===== config.mk =====
export PLATFORM = sky130hd
export DESIGN_NAME = se_pwm_unit
export DESIGN_NICKNAME = d
export VERILOG_FILES = /design/src/rtl/se_pwm_pkg.sv /design/src/rtl/se_pwm_cfg.sv /design/src/rtl/se_pwm_timer.sv /design/src/rtl/se_pwm_channel.sv /design/src/rtl/se_pwm_unit.sv
export SDC_FILE = /design/constraint.sdc
export NUM_CORES = 1
export LEC_CHECK = 0
export BUFFER_PORTS_ARGS = -buffer_cell sky130_fd_sc_hd__buf_2
export CAP_MARGIN = 25
export CORE_ASPECT_RATIO = 1.5
export CORE_MARGIN = 3
export CORE_UTILIZATION = 40
export DETAILED_ROUTE_END_ITERATION = 16
export HOLD_SLACK_MARGIN = 0.02
export PLACE_DENSITY = 0.67
export SYNTH_ARGS = -nofsm -noshare
export SYNTH_HDL_FRONTEND = slang
export SYNTH_SLANG_ARGS = --single-unit
export TNS_END_PERCENT = 50

===== constraint.sdc =====
create_clock -name clk_i -period 3.89 [get_ports clk_i]
set_input_delay 0.1945 -clock clk_i [delete_from_list [all_inputs] [get_ports clk_i]]
set_output_delay 0.1945 -clock clk_i [all_outputs]
set_load 0.1 [all_outputs]

===== src/rtl/se_pwm_pkg.sv =====
package se_pwm_pkg;
   // Role decoded from a configuration address.
   typedef enum logic [1:0] {
      ACC_MATCH  = 2'd0,
      ACC_PERIOD = 2'd1,
      ACC_ENABLE = 2'd2,
      ACC_NONE   = 2'd3
   } acc_kind_e;

   function automatic acc_kind_e decode_acc(input int unsigned addr, input int unsigned n_ch);
      if (addr < n_ch)           return ACC_MATCH;
      else if (addr == n_ch)     return ACC_PERIOD;
      else if (addr == n_ch + 1) return ACC_ENABLE;
      else                       return ACC_NONE;
   endfunction
endpackage


===== src/rtl/se_pwm_cfg.sv =====
module se_pwm_cfg
   import se_pwm_pkg::*;
#(
   parameter int CNT_W  = 16,
   parameter int NUM_CH = 3,
   parameter int ADDR_W = 3
) (
   input  logic                          clk_i,
   input  logic                          rst_ni,
   input  logic                          wr_en_i,
   input  logic [ADDR_W-1:0]             wr_addr_i,
   input  logic [CNT_W-1:0]              wr_data_i,
   output logic [NUM_CH-1:0][CNT_W-1:0]  match_o,
   output logic [CNT_W-1:0]              period_o,
   output logic [NUM_CH-1:0]             en_o
);
   acc_kind_e kind;

   always_comb kind = decode_acc(int'(wr_addr_i), NUM_CH);

   for (genvar c = 0; c < NUM_CH; c++) begin : g_match
      always_ff @(posedge clk_i or negedge rst_ni) begin
         if (!rst_ni)
            match_o[c] <= '0;
         else if (wr_en_i && kind == ACC_MATCH && int'(wr_addr_i) == c)
            match_o[c] <= wr_data_i;
      end
   end

   always_ff @(posedge clk_i or negedge rst_ni) begin
      if (!rst_ni) begin
         period_o <= '0;
         en_o     <= '0;
      end else if (wr_en_i) begin
         if (kind == ACC_PERIOD) period_o <= wr_data_i;
         if (kind == ACC_ENABLE) en_o     <= wr_data_i[NUM_CH-1:0];
      end
   end
endmodule


===== src/rtl/se_pwm_timer.sv =====
module se_pwm_timer #(
   parameter int CNT_W = 16
) (
   input  logic             clk_i,
   input  logic             rst_ni,
   input  logic             tick_i,
   input  logic [CNT_W-1:0] period_i,
   output logic [CNT_W-1:0] count_o,
   output logic [CNT_W-1:0] count_nxt_o,
   output logic             wrap_o
);
   always_comb begin
      wrap_o      = tick_i && (count_o == period_i);
      count_nxt_o = count_o;
      if (wrap_o)      count_nxt_o = '0;
      else if (tick_i) count_nxt_o = count_o + 1'b1;
   end

   always_ff @(posedge clk_i or negedge rst_ni) begin
      if (!rst_ni) count_o <= '0;
      else         count_o <= count_nxt_o;
   end

   assert_hold_R2: assert property (@(posedge clk_i) disable iff (!rst_ni)
      !tick_i |=> $stable(count_o));
   assert_step_R2: assert property (@(posedge clk_i) disable iff (!rst_ni)
      (tick_i && count_o != period_i) |=> count_o == CNT_W'($past(count_o) + 1'b1));
   assert_wrap_R3: assert property (@(posedge clk_i) disable iff (!rst_ni)
      (tick_i && count_o == period_i) |=> count_o == '0);
endmodule


===== src/rtl/se_pwm_channel.sv =====
module se_pwm_channel #(
   parameter int CNT_W = 16
) (
   input  logic             clk_i,
   input  logic             rst_ni,
   input  logic             en_i,
   input  logic             tick_i,
   input  logic             wrap_i,
   input  logic [CNT_W-1:0] count_nxt_i,
   input  logic [CNT_W-1:0] match_i,
   input  logic [CNT_W-1:0] period_i,
   output logic             level_o
);
   logic hit;

   always_comb hit = tick_i && (match_i < period_i) && (count_nxt_i == match_i);

   always_ff @(posedge clk_i or negedge rst_ni) begin
      if (!rst_ni)      level_o <= 1'b0;
      else if (!en_i)   level_o <= 1'b0;
      else if (hit)     level_o <= 1'b1;
      else if (wrap_i)  level_o <= 1'b0;
   end

   assert_set_R4: assert property (@(posedge clk_i) disable iff (!rst_ni)
      (en_i && tick_i && match_i < period_i && count_nxt_i == match_i) |=> level_o);
   assert_clear_R5: assert property (@(posedge clk_i) disable iff (!rst_ni)
      (en_i && wrap_i && match_i != '0) |=> !level_o);
   assert_zero_R6: assert property (@(posedge clk_i) disable iff (!rst_ni)
      (en_i && wrap_i && match_i == '0 && period_i != '0) |=> level_o);
   assert_start_low_R8: assert property (@(posedge clk_i) disable iff (!rst_ni)
      !en_i |=> !level_o);
endmodule


===== src/rtl/se_pwm_unit.sv =====
module se_pwm_unit #(
   parameter int CNT_W  = 16,
   parameter int NUM_CH = 3,
   parameter int ADDR_W = 3
) (
   input  logic              clk_i,
   input  logic              rst_ni,
   input  logic              tick_i,
   input  logic              wr_en_i,
   input  logic [ADDR_W-1:0] wr_addr_i,
   input  logic [CNT_W-1:0]  wr_data_i,
   input  logic [NUM_CH-1:0] ext_match_i,
   output logic [NUM_CH-1:0] pwm_o,
   output logic [CNT_W-1:0]  count_o
);
   localparam int N_REGS = NUM_CH + 2;

   if (CNT_W < 2 || CNT_W > 32) begin : g_bad_width
      $error("se_pwm_unit: CNT_W must be within 2..32");
   end
   if (NUM_CH < 1 || NUM_CH > CNT_W) begin : g_bad_ch
      $error("se_pwm_unit: NUM_CH must be within 1..CNT_W");
   end
   if (N_REGS > (1 << ADDR_W)) begin : g_bad_addr
      $error("se_pwm_unit: ADDR_W too narrow for the register set");
   end

   logic [NUM_CH-1:0][CNT_W-1:0] match_q;
   logic [CNT_W-1:0]             period_q;
   logic [NUM_CH-1:0]            en_q;
   logic [CNT_W-1:0]             count_nxt;
   logic                         wrap;
   logic [NUM_CH-1:0]            level;

   se_pwm_cfg #(.CNT_W(CNT_W), .NUM_CH(NUM_CH), .ADDR_W(ADDR_W)) u_cfg (
      .clk_i     (clk_i),
      .rst_ni    (rst_ni),
      .wr_en_i   (wr_en_i),
      .wr_addr_i (wr_addr_i),
      .wr_data_i (wr_data_i),
      .match_o   (match_q),
      .period_o  (period_q),
      .en_o      (en_q)
   );

   se_pwm_timer #(.CNT_W(CNT_W)) u_timer (
      .clk_i       (clk_i),
      .rst_ni      (rst_ni),
      .tick_i      (tick_i),
      .period_i    (period_q),
      .count_o     (count_o),
      .count_nxt_o (count_nxt),
      .wrap_o      (wrap)
   );

   for (genvar c = 0; c < NUM_CH; c++) begin : g_ch
      se_pwm_channel #(.CNT_W(CNT_W)) u_ch (
         .clk_i       (clk_i),
         .rst_ni      (rst_ni),
         .en_i        (en_q[c]),
         .tick_i      (tick_i),
         .wrap_i      (wrap),
         .count_nxt_i (count_nxt),
         .match_i     (match_q[c]),
         .period_i    (period_q),
         .level_o     (level[c])
      );
      // per-channel source select
      always_comb pwm_o[c] = en_q[c] ? level[c] : ext_match_i[c];
   end
endmodule


==> flow_metrics.tcl, run 1 <==
set metrics [dict create \
    status "finished, final reports clean" \
    p_switching_uw 1900 \
    synth-edff-count 0 \
    period_share 0.822 \
    drt-total-wl_mm 18.7 \
    p_leak_uw 0.00274 \
    cp-end-kind "flop" \
    drtAntennaViolNets 0 \
    drc_errors 0 \
    critical_path.max_fanout 11 \
    holdCritPathClass "input port to flop" \
    skew_ps 6.18 \
    drive_gt1_frac 0.263 \
    dieWidth_um 102 \
    internal_power_uw 2360 \
    first_pass_iters 5 \
    start_kind "flop" \
    synthCells 519 \
    antenna_found_initial 0 \
    clock_latency_ps 350 \
    ff2ff_path_depth 9 \
    worstHoldPathCells 2 \
    antenna_cells 0 \
    ys_ff_latch 86 \
    yosysMostFrequentCell "dfrtp_1" \
    place.gp.congestion 1.00 \
    final.setup.worst_slack_ps 692 \
    cts_resized 0 \
    ys_seq_area_frac 0.392 \
    grt_pass1_vias 4748 \
    worst_pin_slew_ps 940 \
    tritoncts.num_buffers 9 \
    grt_max_degree 60 \
    nets 641 \
    ys_top_cells_by_area "dfrtp_1, mux2_2, ha_1" \
    final.setup.tns_ps 0 \
    synthFlopType "dfrtp_1" \
    powerDensity_nw_per_um2 679 \
    p_sw_frac 0.445 \
    boundaryPins 45 \
    min_from "wr_data_i[8]" \
    yosys-top-cells-count "dfrtp_1, mux2_2, ha_1, nor2_1" \
    core_um2 13200 \
    path_clk_slew_ps 60 \
    finalHoldViolCount 0 \
    p_seq_frac 0.346 \
    h-tree-depth 3 \
    syn_area_um2 5490 \
    grtUsageTotal 0.257 \
    arrival_ps 3470 \
    initial_core_util 0.415 \
    drtIter0Drc 405 \
    clockBufferDepth 2 \
    synth_fp_nets 591 \
    dieArea_um2 15200 \
    relSlewSlack 0.372 \
    synth-async-reset-ratio 1.00 \
    reg2reg_from "u_timer.count_o[0]" \
    utilization 0.475 \
    design_area_um2 6270 \
    post-place-ws_ps 802 \
    dp_cells 716 \
    cts.sinks 86 \
    grt_pass1_wl_mm 28.7 \
    pwr-share-comb 0.421 \
    fmax_mhz 313 \
    syn-mean-instance-area_um2 10.6 \
    yosysUniqueCellTypes 63 \
    maxCapViolCount 0 \
    die_height_um 149 \
    synth_top_area_frac 0.392 \
    num_vias 4640 \
    instances_no_fill 733 \
    min_period_ps 3200 \
    cts_setup_buffers 0 \
    vdd_drop_max_mv 0.248 \
    grt_overflow 0 \
    portBuffers 44 \
    rows 51 \
    syn_to_final_growth_pct 14.3 \
    viasPerCell 6.33 \
    finalMaxSlewViolations 0 \
    worstSetupPathType "flop to flop" \
    rsz0062_at_grt "false" \
    cp.required_ps 4160 \
    yosys_warnings 0 \
    p_clk_frac 0.233 \
    place_area_um2 5920 \
    cts_tree "built" \
    finalSetupViolCount 0 \
    ctsRootBufferMaster "clkbuf_16" \
    synth_top_area_cell "dfrtp_1" \
    setup.worst_path.start "u_timer.count_o[0]" \
    drt-wirelength-per-cell_um 25.6 \
    dp_hpwl_mm 14.6 \
]
routing by layer:
metal / global-route usage / wire length [um] / vias to the layer above
met5: 0 / 0 / -
li1: - / - / 2072
met2: 0.439 / 9440 / 201
met1: 0.304 / 7160 / 2307
met4: 0.144 / 1190 / 0
met3: 0.0401 / 943 / 60
through the flow:
stage	hold WS, ps	total power [uW]
after floorplan	-101	2660
after global placement	295	3200
after detailed placement	321	3250
after CTS	113	4250
after global routing	123	4470
final	116	4260
worst paths after layout:
kind,end,slack (ps)
setup / recovery,g_ch[1].u_ch.level_o,690
hold / removal,u_cfg.match_o[24],120
setup reg to reg,g_ch[1].u_ch.level_o,690
hold reg to reg,u_cfg.period_o[13],510
max in group asynchronous,g_ch[0].u_ch.level_o,2540
min in group asynchronous,u_cfg.match_o[38],460
flip-flops by register name (all words and copies together), names as in the netlist:
register,flops
g_ch.u_ch.level_o,3
u_cfg.en_o,3
u_cfg.period_o,16
u_cfg.match_o,48
u_timer.count_o,16
layout make-up:
cell class | count | area, um2
multi-input cells | 394 | 3190
clock buffers | 12 | 267
fillers | 1248 | 6940
well taps | 159 | 199
flip-flops and latches | 86 | 2150
clock inverters | 4 | 76.3
inverters | 25 | 93.8
repair buffers | 53 | 293
kinds of logic after synthesis:
logic type / synth area share
buffers and inverters: 0.0312
XOR/XNOR: 0.0506
flip-flops: 0.392
AND/OR/NAND/NOR: 0.145
adder cells (fa/ha/maj): 0.105
AO/OA/AOI/OAI: 0.134
multiplexers: 0.141
placed cells by master (no fill, tap or decap), types with 11 or more instances in the layout:
master	synthesis	final
ha_1	46	46
nor4_1	16	16
nor2_1	35	35
mux2_2	68	68
buf_2	4	43
nor3_1	12	11
o22ai_1	13	13
inv_1	25	25
o21ai_0	18	18
dfrtp_1	86	86
nand2_1	24	24
xnor2_1	25	25
a21oi_1	15	15
nand4_1	16	16
power by group through the flow:
| stage | logic (uW) | clock network, uW | registers [uW] |
|---|---|---|---|
| floorplan | 1060 | 0 | 1600 |
| global placement | 1730 | 0 | 1470 |
| detailed placement | 1770 | 0 | 1480 |
| CTS | 1780 | 1010 | 1460 |
| global route | 1930 | 1040 | 1500 |
| finish | 1790 | 992 | 1470 |
critical path, stage by stage, from the launching register on:
cell and delay, ps:
dfrtp_1 590, ha_1 340, nand2_1 180, nor4_1 370, xnor2_1 350, o221ai_1 250
nor4_1 320, o22ai_1 100, or4b_1 510, o21ai_1 120
what timing repair did:
| item | CTS | global route |
|---|---|---|
| hold buffers | 1 | 0 |
| endpoints found under the setup margin | 0 | 0 |
| endpoints found under the hold margin | 58 | 0 |
No activity file was read; power rests on OpenSTA's default activity.
==> run 2, diff against run 1 <==
Settings changed: ABC_AREA set to 1.
Clock period 3.89 ns to 3.3 ns, I/O delays scaled along.
==> run 2 against run 1 <==
- count of clock-buffer cells in the layout shrank 1
- power rose by 10%
- hold slack improved by 4.9 ps
- final area rose by 5.8%
- via count up 16%
- area after synthesis up 6.5%
- sequential share of layout area is 1.9 points lower
- critical endpoint is now g_ch[2].u_ch.level_o
- largest cell class unchanged
- largest power group unchanged
- highest routed layer unchanged
==> flow_metrics.tcl, run 2 <==
set metrics [dict create \
    core_um2 14200 \
    antenna_cells 0 \
    ys_seq_area_frac 0.368 \
    finalSetupViolCount 0 \
    pwr-share-comb 0.446 \
    skew_ps 6.91 \
    p_leak_uw 0.00351 \
    drt-total-wl_mm 17.9 \
    p_sw_frac 0.468 \
    synth_fp_nets 892 \
    largest_reg_flops 48 \
    grt_overflow 0 \
    yosysUniqueCellTypes 31 \
    worst_pin_slew_ps 561 \
    finalHoldViolCount 0 \
    met2_usage 0.408 \
    portBuffers 44 \
    drt-wirelength-per-cell_um 16.8 \
    grt_pass1_wl_mm 28.4 \
    ys_top_cells_by_area "dfrtp_1, nand2_1, ha_1" \
    grtUsageTotal 0.227 \
    synthFlopType "dfrtp_1" \
    status "finished, final reports clean" \
    antenna_found_initial 0 \
    min_period_ps 2590 \
    grt_util_met3 0.0319 \
    yosys_warnings 0 \
    synth_top_area_frac 0.368 \
    vdd_drop_max_mv 0.840 \
    holdCritPathClass "input port to flop" \
    dieWidth_um 105 \
    maxCapViolCount 0 \
    tritoncts.num_buffers 9 \
    groute.layer.met1.usage 0.259 \
    final.setup.tns_ps 0 \
    rsz0062_at_grt "false" \
    place.gp.congestion 0.951 \
    ctsRootBufferMaster "clkbuf_16" \
    cp.required_ps 3530 \
    path_clk_slew_ps 60 \
    yosys-top-cells-count "nand2_1, inv_1, dfrtp_1, o21ai_0, nor2_1" \
    worstSetupPathType "flop to flop" \
    num_vias 5388 \
    cts_setup_buffers 0 \
    largest_register "u_cfg.match_o" \
    syn_area_um2 5840 \
    internal_power_uw 2500 \
    drtAntennaViolNets 0 \
    fillers 1506 \
    p_seq_frac 0.336 \
    drtIter0Drc 347 \
    synth-async-reset-ratio 1.00 \
    cts_tree "built" \
    finalMaxSlewViolations 0 \
    arrival_ps 2820 \
    drive_gt1_frac 0.108 \
    synth_top_area_cell "dfrtp_1" \
    p_clk_frac 0.218 \
    powerDensity_nw_per_um2 708 \
    critical_path.max_fanout 21 \
    cp-end-kind "flop" \
    gr-max-usage-layer "met2" \
    layout_common_cells "nand2_1, inv_1, dfrtp_1" \
    ys_ff_latch 86 \
    boundaryPins 45 \
    dp_hpwl_mm 14.3 \
    h-tree-depth 3 \
    syn_to_final_growth_pct 13.6 \
    viasPerCell 5.08 \
    fmax_mhz 386 \
    nets 937 \
    synth-edff-count 0 \
    p_switching_uw 2200 \
    grt_max_degree 46 \
    start_kind "flop" \
    first_pass_iters 5 \
    drc_errors 0 \
    rows 53 \
    synthCells 820 \
    grt_pass1_vias 5307 \
    clockBufferDepth 2 \
    initial_core_util 0.412 \
    relSlewSlack 0.626 \
    yosysMostFrequentCell "nand2_1" \
    whs_ps 121 \
    cts.sinks 86 \
    syn-mean-instance-area_um2 7.12 \
    dieArea_um2 16100 \
    period_share 0.785 \
    layout_commonest_cell "nand2_1" \
    die_height_um 154 \
    reg.largest.list "u_cfg.match_o x48, u_cfg.period_o x16, u_timer.count_o x16" \
    clock_latency_ps 350 \
]
[run 2: cell types whose count changed after synthesis, sizes merged, moves of 17 or more]
cell	change
o21ai	+52
nand3b	+31
xnor2	-25
nor2	+31
nor4	-17
nand2	+265
mux2	-66
inv	+74
nand3	+29
[run 2: layout make-up]
cell class / instances / area [um2] / area share
Timing Repair Buffer: 52 / 345 / 0.0521
Inverter: 99 / 372 / 0.0560
Tap cell: 192 / 240 / 0.0362
Sequential cell: 86 / 2150 / 0.324
Clock inverter: 4 / 47.5 / 0.00717
Clock buffer: 11 / 243 / 0.0366
Multi-Input combinational cell: 617 / 3230 / 0.488
[run 2: cell families after synthesis]
logic type,count (synthesis),synth area share
simple gates,453,0.340
buf+inv,117,0.0780
compound gates,106,0.0947
flops,86,0.368
fa+ha+maj,46,0.0985
xor+xnor,10,0.0163
mux,2,0.00385
[run 2: worst max-delay path, cell delays in order (launching register included)]
cell	delay [ps]
dfrtp_1	420
inv_1	140
nand2_1	160
nand4_1	140
nor2_1	190
nand3_2	430
buf_4	390
nand2_1	150
nand2_1	60
nand2_1	100
nor2_1	50
nand2_1	60
nor2_1	50
nand3_1	60
nand2_1	50
[run 2: stage by stage]
step	cells	util	power (uW)	area (um2)	worst slack (ps)
final	1061	0.467	4700	6630	709
after global routing	1061	0.467	5040	6630	415
after CTS	1061	0.467	4710	6630	752
after detailed placement	1045	0.446	3670	6330	761
after global placement	1042	0.440	3640	6250	773
after floorplan	820	-	3080	5840	823
[run 2: power by group through the flow]
stage	combinational (uW)	clock [uW]	sequential [uW]
floorplan	1230	0	1850
global placement	2050	0	1590
detailed placement	2080	0	1590
CTS	2100	1040	1580
global route	2360	1080	1610
finish	2100	1020	1580
[run 2: per-layer routing]
| metal | wire, um | vias up | share of wire |
|---|---|---|---|
| li1 | - | 2717 | - |
| met5 | 0 | - | 0 |
| met2 | 9050 | 143 | 0.51 |
| met3 | 735 | 43 | 0.041 |
| met4 | 925 | 0 | 0.052 |
| met1 | 7150 | 2485 | 0.40 |
[run 2: final timing paths]
check,from,to,slack [ps],cells after the start
min in group asynchronous,rst_ni,u_cfg.match_o[29],340,2
min reg2reg,u_cfg.period_o[13],u_cfg.period_o[13],520,2
max,u_timer.count_o[6],g_ch[2].u_ch.level_o,710,14
max in group asynchronous,rst_ni,u_cfg.match_o[36],2340,3
min,wr_data_i[6],u_cfg.match_o[22],120,3
max reg2reg,u_timer.count_o[6],g_ch[2].u_ch.level_o,710,14
[run 2: timing repair]
action	4_1_cts	5_1_grt
hold buffers	1	0
endpoints found under the hold margin	41	0
resized for setup	0	0
==> run 3, diff against run 2 <==
Clock period 3.3 ns to 2.6 ns, I/O delays scaled along.
==> run 3 against run 2 <==
- final area fell by 0.58%
- power rose by 27%
- core utilization fell by 0.27 points
- sequential power rose by 27%
- count of clock-buffer cells in the layout fell by 1
- register-to-register slack got worse by 500 ps
- critical endpoint is now g_ch[1].u_ch.level_o
- die area did not move
- via count rose by 0.87%
- critical path depth fell by 1
==> flow_metrics.tcl, run 3 (synthesized netlist as in run 2, its figures left out) <==
set metrics [dict create \
    status "finished, final reports clean" \
    layout_common_cells "nand2_1, inv_1, dfrtp_1" \
    p_leak_uw 0.00349 \
    viasPerCell 5.13 \
    skew_ps 7.32 \
    drive_gt1_frac 0.107 \
    gr-max-usage-layer "met2" \
    drtAntennaViolNets 0 \
    drt-total-wl_mm 18.0 \
    groute.layer.met1.usage 0.255 \
    clock_latency_ps 350 \
    clockBufferDepth 2 \
    dp_hpwl_mm 14.3 \
    arrival_ps 2680 \
    maxCapViolCount 0 \
    nets 937 \
    num_vias 5435 \
    cp-end-kind "flop" \
    cts_tree "built" \
    cts_setup_buffers 0 \
    worstSetupPathType "flop to flop" \
    largest_register "u_cfg.match_o" \
    core_um2 14200 \
    holdCritPathClass "input port to flop" \
    fmax_mhz 418 \
    syn_to_final_growth_pct 12.9 \
    dieArea_um2 16100 \
    path_clk_slew_ps 60 \
    crit_top_cell "nand2_1" \
    cts_hold_buf 1 \
    utilization 0.465 \
    first_pass_iters 6 \
    crit_chain "ha_1 -> inv_1 -> nor2_4 -> nand2_1 -> xor2_1 -> nand2_1 -> nand2_1 -> nand2_1 -> nor2_1 -> nand2_1 -> nor2_1 -> nand3_1 -> nand2_1" \
    relSlewSlack 0.630 \
    dp_cells 1045 \
    dieWidth_um 105 \
    start_kind "flop" \
    portBuffers 44 \
    finalSetupViolCount 0 \
    critical_path.max_fanout 9 \
    rsz0062_at_grt "false" \
    finalHoldViolCount 0 \
    grt_pass1_wl_mm 28.6 \
    met2_usage 0.415 \
    boundaryPins 45 \
    r2r_slack_ps 210 \
    grtUsageTotal 0.228 \
    tritoncts.num_buffers 9 \
    antenna_found_initial 0 \
    seq_area_um2 2150 \
    grt_pass1_vias 5293 \
    cp.required_ps 2890 \
    rows 53 \
    path_delay_family "simple AND/OR/NAND/NOR gates" \
    place.gp.congestion 0.971 \
    h-tree-depth 3 \
    ctsRootBufferMaster "clkbuf_16" \
    vdd_drop_max_mv 0.777 \
    die_height_um 154 \
    instances_no_fill 1060 \
    critical_path.max_stage_delay_ps 510 \
    multiInputGateArea_um2 3230 \
    worst_pin_slew_ps 555 \
    largest_reg_flops 48 \
    final.setup.tns_ps 0 \
    place_area_um2 6310 \
    critPathBufInv 1 \
    min_period_ps 2390 \
    powerDensity_nw_per_um2 906 \
    cts.sinks 86 \
    reg.largest.list "u_cfg.match_o x48, u_cfg.period_o x16, u_timer.count_o x16" \
    cts_resized 0 \
    grt_max_degree 46 \
    drt-wirelength-per-cell_um 17.0 \
    antenna_cells 0 \
    grt_util_met3 0.0302 \
    fillers 1486 \
    finalMaxSlewViolations 0 \
    period_share 0.921 \
    initial_core_util 0.412 \
    design_area_um2 6600 \
    layout_commonest_cell "nand2_1" \
    grt_overflow 0 \
    cpMaxStageDelayCell "dfrtp_1" \
    drtIter0Drc 336 \
    drc_errors 0 \
]
-- run 3: cell count changes in the layout (fill, tap and decap cells not counted), sizes merged --
cell	change
clkinvlp	+1
clkbuf	-1
clkinv	-1
-- run 3: metrics by stage --
step | power (uW) | worst slack (ps) | hold slack (ps)
4_1_cts | 5980 | 289 | 92.7
5_1_grt | 6370 | 45.0 | 102
3_5_place_dp | 4680 | 324 | 154
2_1_floorplan | 3910 | 123 | -166
6_report | 5980 | 205 | 92.2
3_3_place_gp | 4640 | 259 | 399
-- run 3: power breakdown --
| group | total [uW] | switching (uW) | internal [uW] |
|---|---|---|---|
| clock network | 1280 | 543 | 733 |
| registers | 2000 | 398 | 1600 |
| logic | 2700 | 1890 | 808 |
-- run 3: cell type report --
| class | count | share of cell area |
|---|---|---|
| Timing Repair Buffer | 52 | 0.0482 |
| Clock buffer | 10 | 0.0347 |
| Multi-Input combinational cell | 617 | 0.490 |
| Inverter | 99 | 0.0563 |
| Sequential cell | 86 | 0.326 |
| Tap cell | 192 | 0.0364 |
| Clock inverter | 4 | 0.00759 |
-- run 3: worst reg2reg max path, cell delays in order, from the launching register on --
cell and delay [ps]:
dfrtp_1 510, ha_1 230, inv_1 90, nor2_4 250, nand2_1 100, xor2_1 330
nand2_1 200, nand2_1 100, nand2_1 70, nor2_1 120, nand2_1 80, nor2_1 100
nand3_1 90, nand2_1 70
-- run 3: layer usage --
layer	routed length [um]	vias up
li1	-	2722
met1	7060	2514
met2	9380	151
met3	583	48
met4	979	0
met5	0	-
-- run 3: final timing paths --
| kind | cells after the start | endpoint | from |
|---|---|---|---|
| max | 13 | g_ch[1].u_ch.level_o | u_timer.count_o[0] |
| min | 3 | u_cfg.match_o[31] | wr_data_i[15] |
| max reg2reg | 13 | g_ch[1].u_ch.level_o | u_timer.count_o[0] |
| min reg2reg | 2 | u_cfg.period_o[7] | u_cfg.period_o[7] |
| max in group asynchronous | 3 | u_cfg.match_o[21] | rst_ni |
| min in group asynchronous | 2 | u_cfg.match_o[13] | rst_ni |
